`config.mk`:
```
export PLATFORM = sky130hd
export DESIGN_NAME = dsw_demand_scrub
export DESIGN_NICKNAME = d
export VERILOG_FILES = /design/src/rtl/dsw_pkg.sv /design/src/rtl/dsw_mmio_dec.sv /design/src/rtl/dsw_slot.sv /design/src/rtl/dsw_wb_engine.sv /design/src/rtl/dsw_demand_scrub.sv
export SDC_FILE = /design/constraint.sdc
export NUM_CORES = 1
export LEC_CHECK = 0
export BUFFER_PORTS_ARGS = -buffer_cell sky130_fd_sc_hd__clkbuf_2
export CAP_MARGIN = 40
export CELL_PAD_IN_SITES_DETAIL_PLACEMENT = 1
export CELL_PAD_IN_SITES_GLOBAL_PLACEMENT = 1
export CORE_MARGIN = 2
export CORE_UTILIZATION = 52
export DETAILED_ROUTE_END_ITERATION = 10
export GPL_TIMING_DRIVEN = 0
export PLACE_DENSITY = 0.81
export SYNTH_ARGS = -nofsm -noshare
export SYNTH_HDL_FRONTEND = slang
export SYNTH_SLANG_ARGS = --single-unit
```
`constraint.sdc`:
```
create_clock -name clk -period 2.7 [get_ports clk]
set_input_delay 0 -clock clk [delete_from_list [all_inputs] [get_ports clk]]
set_output_delay 0 -clock clk [all_outputs]
set_load 0.03 [all_outputs]
```
`src/rtl/dsw_pkg.sv`:
```
package dsw_pkg;

    typedef enum logic [1:0] {
        SLOT_FREE,
        SLOT_CLEAN,
        SLOT_DIRTY,
        SLOT_WRITING
    } slot_state_e;

    typedef enum logic {
        WB_IDLE,
        WB_BUSY
    } wb_state_e;

endpackage

```
`src/rtl/dsw_mmio_dec.sv`:
```
module dsw_mmio_dec #(
    parameter int               ADDR_W     = 32,
    parameter logic [ADDR_W-1:0] MMIO_BASE  = 'hC000_0000,
    parameter logic [ADDR_W-1:0] MMIO_LIMIT = 'hE000_0000
) (
    input  logic [ADDR_W-1:0] addr,
    output logic              is_mmio
);

    // Half-open window: base included, limit excluded.
    always_comb begin
        is_mmio = (addr >= MMIO_BASE) && (addr < MMIO_LIMIT);
    end

endmodule

```
`src/rtl/dsw_slot.sv`:
```
module dsw_slot
    import dsw_pkg::*;
#(
    parameter int ADDR_W = 32,
    parameter int DATA_W = 64
) (
    input  logic              clk,
    input  logic              rst_n,
    input  logic              fill,
    input  logic              fill_dirty,
    input  logic [ADDR_W-1:0] fill_addr,
    input  logic [DATA_W-1:0] fill_data,
    input  logic              release_req,
    input  logic              grant,
    input  logic              done,
    output logic              busy,
    output logic              dirty,
    output logic              wb_pending,
    output logic [ADDR_W-1:0] word_addr,
    output logic [DATA_W-1:0] word_data
);

    localparam int              OFS_W      = $clog2(DATA_W / 8);
    localparam logic [ADDR_W-1:0] ALIGN_MASK = ~((ADDR_W'(1) << OFS_W) - ADDR_W'(1));

    slot_state_e       state_q, state_d;
    logic              rel_pend_q;
    logic [ADDR_W-1:0] addr_q;
    logic [DATA_W-1:0] data_q;

    // State register
    always_ff @(posedge clk or negedge rst_n) begin
        if (!rst_n) begin
            state_q <= SLOT_FREE;
        end else begin
            state_q <= state_d;
        end
    end

    // Next-state logic
    always_comb begin
        state_d = state_q;
        unique case (state_q)
            SLOT_FREE:    if (fill)        state_d = fill_dirty ? SLOT_DIRTY : SLOT_CLEAN;
            SLOT_CLEAN:   if (release_req) state_d = SLOT_FREE;
            SLOT_DIRTY:   if (grant)       state_d = SLOT_WRITING;
            SLOT_WRITING: if (done)        state_d = (rel_pend_q || release_req) ? SLOT_FREE : SLOT_CLEAN;
            default:                       state_d = SLOT_FREE;
        endcase
    end

    // A release that arrives while repair is outstanding is held here
    always_ff @(posedge clk or negedge rst_n) begin
        if (!rst_n) begin
            rel_pend_q <= 1'b0;
        end else if (state_q == SLOT_WRITING && done) begin
            rel_pend_q <= 1'b0;
        end else if (release_req && (state_q == SLOT_DIRTY || state_q == SLOT_WRITING)) begin
            rel_pend_q <= 1'b1;
        end
    end

    // Payload: word-aligned address and corrected data
    always_ff @(posedge clk or negedge rst_n) begin
        if (!rst_n) begin
            addr_q <= '0;
            data_q <= '0;
        end else if (state_q == SLOT_FREE && fill) begin
            addr_q <= fill_addr & ALIGN_MASK;
            data_q <= fill_data;
        end
    end

    // Outputs
    always_comb begin
        busy       = (state_q != SLOT_FREE);
        dirty      = (state_q == SLOT_DIRTY) || (state_q == SLOT_WRITING);
        wb_pending = (state_q == SLOT_DIRTY);
        word_addr  = addr_q;
        word_data  = data_q;
    end

endmodule

```
`src/rtl/dsw_wb_engine.sv`:
```
module dsw_wb_engine
    import dsw_pkg::*;
#(
    parameter int NUM_BUF = 4,
    parameter int IDX_W   = 2,
    parameter int ADDR_W  = 32,
    parameter int DATA_W  = 64,
    parameter int CNT_W   = 16
) (
    input  logic               clk,
    input  logic               rst_n,
    input  logic [NUM_BUF-1:0] pending,
    input  logic [ADDR_W-1:0]  slot_addr [NUM_BUF],
    input  logic [DATA_W-1:0]  slot_data [NUM_BUF],
    input  logic               wb_ack,
    output logic [NUM_BUF-1:0] grant,
    output logic [NUM_BUF-1:0] done,
    output logic               wb_valid,
    output logic [IDX_W-1:0]   wb_buf,
    output logic [ADDR_W-1:0]  wb_addr,
    output logic [DATA_W-1:0]  wb_data,
    output logic [CNT_W-1:0]   scrub_cnt
);

    wb_state_e        state_q, state_d;
    logic [IDX_W-1:0] cur_q;
    logic [IDX_W-1:0] pick;
    logic             any_pending;
    logic [CNT_W-1:0] cnt_q;

    // Fixed priority: lowest index wins
    always_comb begin
        pick        = '0;
        any_pending = 1'b0;
        for (int i = NUM_BUF - 1; i >= 0; i--) begin
            if (pending[i]) begin
                pick        = IDX_W'(i);
                any_pending = 1'b1;
            end
        end
    end

    // State register
    always_ff @(posedge clk or negedge rst_n) begin
        if (!rst_n) begin
            state_q <= WB_IDLE;
            cur_q   <= '0;
            cnt_q   <= '0;
        end else begin
            state_q <= state_d;
            if (state_q == WB_IDLE && any_pending) begin
                cur_q <= pick;
            end
            if (state_q == WB_BUSY && wb_ack) begin
                cnt_q <= cnt_q + CNT_W'(1);
            end
        end
    end

    // Next-state logic
    always_comb begin
        state_d = state_q;
        unique case (state_q)
            WB_IDLE: if (any_pending) state_d = WB_BUSY;
            WB_BUSY: if (wb_ack)      state_d = WB_IDLE;
            default:                  state_d = WB_IDLE;
        endcase
    end

    // Outputs
    always_comb begin
        grant     = '0;
        done      = '0;
        wb_valid  = 1'b0;
        unique case (state_q)
            WB_IDLE: if (any_pending) grant = NUM_BUF'(1) << pick;
            WB_BUSY: begin
                wb_valid = 1'b1;
                if (wb_ack) done = NUM_BUF'(1) << cur_q;
            end
            default: ;
        endcase
        wb_buf    = cur_q;
        wb_addr   = slot_addr[cur_q];
        wb_data   = slot_data[cur_q];
        scrub_cnt = cnt_q;
    end

endmodule

```
`src/rtl/dsw_demand_scrub.sv`:
```
module dsw_demand_scrub
    import dsw_pkg::*;
#(
    parameter int                NUM_BUF    = 4,
    parameter int                ADDR_W     = 32,
    parameter int                DATA_W     = 64,
    parameter int                CNT_W      = 16,
    parameter logic [ADDR_W-1:0] MMIO_BASE  = 'hC000_0000,
    parameter logic [ADDR_W-1:0] MMIO_LIMIT = 'hE000_0000,
    localparam int               IDX_W      = (NUM_BUF > 1) ? $clog2(NUM_BUF) : 1
) (
    input  logic               clk,
    input  logic               rst_n,
    input  logic               rd_valid,
    input  logic [IDX_W-1:0]   rd_buf,
    input  logic [ADDR_W-1:0]  rd_addr,
    input  logic [DATA_W-1:0]  rd_data,
    input  logic               rd_ce,
    input  logic               rd_ue,
    output logic               req_valid,
    output logic [IDX_W-1:0]   req_buf,
    output logic [DATA_W-1:0]  req_data,
    output logic               req_ce,
    output logic               req_ue,
    output logic               wb_valid,
    output logic [IDX_W-1:0]   wb_buf,
    output logic [ADDR_W-1:0]  wb_addr,
    output logic [DATA_W-1:0]  wb_data,
    input  logic               wb_ack,
    input  logic               rel_valid,
    input  logic [IDX_W-1:0]   rel_buf,
    output logic [NUM_BUF-1:0] buf_busy,
    output logic [NUM_BUF-1:0] buf_dirty,
    output logic [CNT_W-1:0]   scrub_cnt
);

    logic               rd_is_mmio;
    logic               scrub_here;
    logic [NUM_BUF-1:0] pend_vec;
    logic [NUM_BUF-1:0] grant_vec;
    logic [NUM_BUF-1:0] done_vec;
    logic [ADDR_W-1:0]  slot_addr [NUM_BUF];
    logic [DATA_W-1:0]  slot_data [NUM_BUF];

    dsw_mmio_dec #(
        .ADDR_W     (ADDR_W),
        .MMIO_BASE  (MMIO_BASE),
        .MMIO_LIMIT (MMIO_LIMIT)
    ) u_dec (
        .addr    (rd_addr),
        .is_mmio (rd_is_mmio)
    );

    // Only a corrected DRAM read marks its buffer for repair
    always_comb begin
        scrub_here = rd_ce && !rd_ue && !rd_is_mmio;
    end

    for (genvar g = 0; g < NUM_BUF; g++) begin : g_slot
        dsw_slot #(
            .ADDR_W (ADDR_W),
            .DATA_W (DATA_W)
        ) u_slot (
            .clk         (clk),
            .rst_n       (rst_n),
            .fill        (rd_valid && (rd_buf == IDX_W'(g))),
            .fill_dirty  (scrub_here),
            .fill_addr   (rd_addr),
            .fill_data   (rd_data),
            .release_req (rel_valid && (rel_buf == IDX_W'(g))),
            .grant       (grant_vec[g]),
            .done        (done_vec[g]),
            .busy        (buf_busy[g]),
            .dirty       (buf_dirty[g]),
            .wb_pending  (pend_vec[g]),
            .word_addr   (slot_addr[g]),
            .word_data   (slot_data[g])
        );
    end

    dsw_wb_engine #(
        .NUM_BUF (NUM_BUF),
        .IDX_W   (IDX_W),
        .ADDR_W  (ADDR_W),
        .DATA_W  (DATA_W),
        .CNT_W   (CNT_W)
    ) u_wb (
        .clk       (clk),
        .rst_n     (rst_n),
        .pending   (pend_vec),
        .slot_addr (slot_addr),
        .slot_data (slot_data),
        .wb_ack    (wb_ack),
        .grant     (grant_vec),
        .done      (done_vec),
        .wb_valid  (wb_valid),
        .wb_buf    (wb_buf),
        .wb_addr   (wb_addr),
        .wb_data   (wb_data),
        .scrub_cnt (scrub_cnt)
    );

    // Requester return path: one register stage
    always_ff @(posedge clk or negedge rst_n) begin
        if (!rst_n) begin
            req_valid <= 1'b0;
            req_buf   <= '0;
            req_data  <= '0;
            req_ce    <= 1'b0;
            req_ue    <= 1'b0;
        end else begin
            req_valid <= rd_valid;
            if (rd_valid) begin
                req_buf  <= rd_buf;
                req_data <= rd_data;
                req_ce   <= rd_ce && !rd_ue;
                req_ue   <= rd_ue;
            end
        end
    end

endmodule

```
==> impl_metrics.yaml <==
min_path:
  min_path_type: "primary input to asynchronous set/reset pin"
finish:
  final_util: 0.653
  layout-drive-gt1-share: 0.472
  area_delta_synth_final_pct: 24.6
  fin_nets: 1790
  n_antenna_cell: 0
drt:
  wire_per_inst_um: 24.8
  dr.first_iter.drc_count: 515
  ant_nets: 0
  finalWirelength_um: 55500
  drc_errors: 0
  first_pass_iters: 6
  via_per_inst: 5.60
  via_count: 12523
critical_path:
  r2r_start: "g_slot[0].u_slot.state_q[0]$_DFFE_PN0P_"
  worstPathArrival_ps: 2570
  critPathKind: "register to output port"
  critPathLaunch: "u_wb.wb_buf[1]$_DFFE_PN0P_"
  crit_path_end_kind: "output port"
  cp_max_fo: 10
  start_kind: "register"
  cp.required_ps: 2700
clocking:
  clock_path_buffers: 3
  htreeDepth: 2
  clkTransAtPathRegs_ps: 60
  clock-root-buffer: "clkbuf_16"
  cts.sinks: 472
  cts_setup_buffers: 0
  insertion_delay_ps: 590
  tritoncts: "done"
  numCtsBuffers: 51
grt:
  grtUsageTotal: 0.282
  grt_pass1_vias: 14319
  grt_pass1_wl_um: 87300
  grt-ovfl-total: 0
  grt_max_degree: 113
  antenna_found_initial: 2
floorplan:
  fp-row-count: 72
  dieArea_um2: 40500
  dieHeight_um: 201
  core_area_um2: 38600
  die_x_um: 201
  initial_core_util: 0.524
  ios: 299
logic_synthesis:
  ys.warnings.count: 0
  synth-edff-count: 0
  synth_area_per_cell_um2: 16.5
  synthesis.area_um2: 20200
  ys_top_cells_by_count: "dfrtp_1 (472), mux2_2 (271), mux2_1 (168)"
  synth_area_leader_cell: "dfrtp_1"
  synthCells: 1224
  postSynth.asyncResetShare: 1.00
  post-synth-top-area-fraction: 0.584
  ys_ff_latch: 472
  synthTopCellsByArea: "dfrtp_1 (58%), mux2_2 (15%), mux4_2 (10%), mux2_1 (9.4%), buf_4 (1.0%)"
  ys_seq_area_frac: 0.584
  yosys.cell_count.top_type: "dfrtp_1"
  ys_types: 46
  synthFlopType: "dfrtp_1"
run:
  drv_cap: 0
timing:
  maxSlewHeadroom: 0.427
  maxSlewViolCount: 0
  skew_ps: 19.5
  setup_tns_ps: 0
  rsz0062_at_grt: "false"
  setup_viol: 0
  post-route-period-util: 0.953
  hold_violations: 0
  min_period_ps: 2570
  worst_pin_slew_ps: 860
  max_freq_mhz: 388
power:
  vdd_drop_max_mv: 0.974
  power.total_mw: 31.7
  power.density_nw_per_um2: 1260
  power.leakage_nw: 11.4
placed_design:
  place.gp.congestion: 0.762
  hpwl_um: 34600
  port_buffers: 292
run_status:
  status: "finished clean"
[layout make-up]
| class | count | area [um2] |
|---|---|---|
| Tap cell | 518 | 648 |
| Clock inverter | 2 | 10.0 |
| Fill cell | 3563 | 13400 |
| Sequential cell | 472 | 11800 |
| Timing Repair Buffer | 403 | 2670 |
| Clock buffer | 88 | 1620 |
| Multi-Input combinational cell | 658 | 7800 |
| Buffer | 89 | 603 |
| Inverter | 7 | 26.3 |
[flip-flops by register name, indices dropped and copies added (netlist names), 2 cells and up]
| name | count |
|---|---|
| g_slot.u_slot.rel_pend_q | 4 |
| g_slot.u_slot.word_addr | 116 |
| u_wb.scrub_cnt | 16 |
| req_data | 64 |
| req_buf | 2 |
| g_slot.u_slot.state_q | 8 |
| u_wb.wb_buf | 2 |
| g_slot.u_slot.word_data | 256 |
[critical path: stages (launching register included)]
cell	delay, ps
dfrtp_1	340
buf_2	220
buf_2	400
buf_2	400
mux4_2	420
clkbuf_2	220
[metal layers]
metal | wire (um) | vias up | GRT usage
li1 | - | 5418 | -
met1 | 22100 | 6696 | 0.350
met4 | 1980 | 4 | 0.0987
met2 | 28700 | 293 | 0.493
met5 | 30 | - | 0
met3 | 2620 | 112 | 0.0607
[timing repair]
item / in CTS / in global routing
gates resized for setup: 4 / 2
hold buffers: 105 / 0
hold endpoints to repair: 563 / 0
setup endpoints to repair: 26 / 1
cloned: 0 / 0
[final timing paths]
check | to | slack (ps) | cells past startpoint
setup / recovery | wb_data[25] | 130 | 5
hold reg to reg | g_slot[3].u_slot.word_data[19]$_DFFE_PN0P_ | 480 | 1
hold / removal | g_slot[2].u_slot.word_data[41]$_DFFE_PN0P_ | 80 | 3
setup reg to reg | g_slot[0].u_slot.word_addr[23]$_DFFE_PN0P_ | 610 | 5
max in group asynchronous | g_slot[2].u_slot.word_data[6]$_DFFE_PN0P_ | 980 | 6
min in group clk | req_valid$_DFF_PN0_ | 120 | 2
[logic make-up after synthesis]
group                      count (synthesis)  share of synthesized area
buffers and inverters                     96                     0.0304
xor gates and xnor gates                  15                    0.00650
DFF                                      472                      0.584
AOI/OAI and AO/OA                         33                    0.00971
other                                      1                   0.000185
muxes                                    532                      0.348
and+or+nand+nor                           74                     0.0205
adders and majority gates                  1                   0.000619
[cell usage in the layout, fill, tap and decap left out, drive strengths merged, types with 7 or more instances in the layout]
cell / n
nor2: 13
mux2: 439
dlygate4sd3: 105
a21oi: 17
nor3: 7
dfrtp: 472
mux4: 93
inv: 7
nand2: 14
xnor2: 9
clkbuf: 394
buf: 81
[where the power goes]
| part | switching, mW | internal, mW |
|---|---|---|
| registers | 1.74 | 10.1 |
| clock network | 2.78 | 4.02 |
| logic | 7.44 | 5.65 |
[metrics by stage]
step	hold slack, ps	instance area [um2]	worst slack, ps	cells
after floorplan	-296	20200	889	1226
after CTS	55.7	25200	64.8	2236
after global placement	127	22300	-8890	2036
after global routing	110	25200	2.45	2237
after detailed placement	132	22500	422	2041
final	80.8	25200	126	2237
No activity file was read; power rests on OpenSTA's default activity.
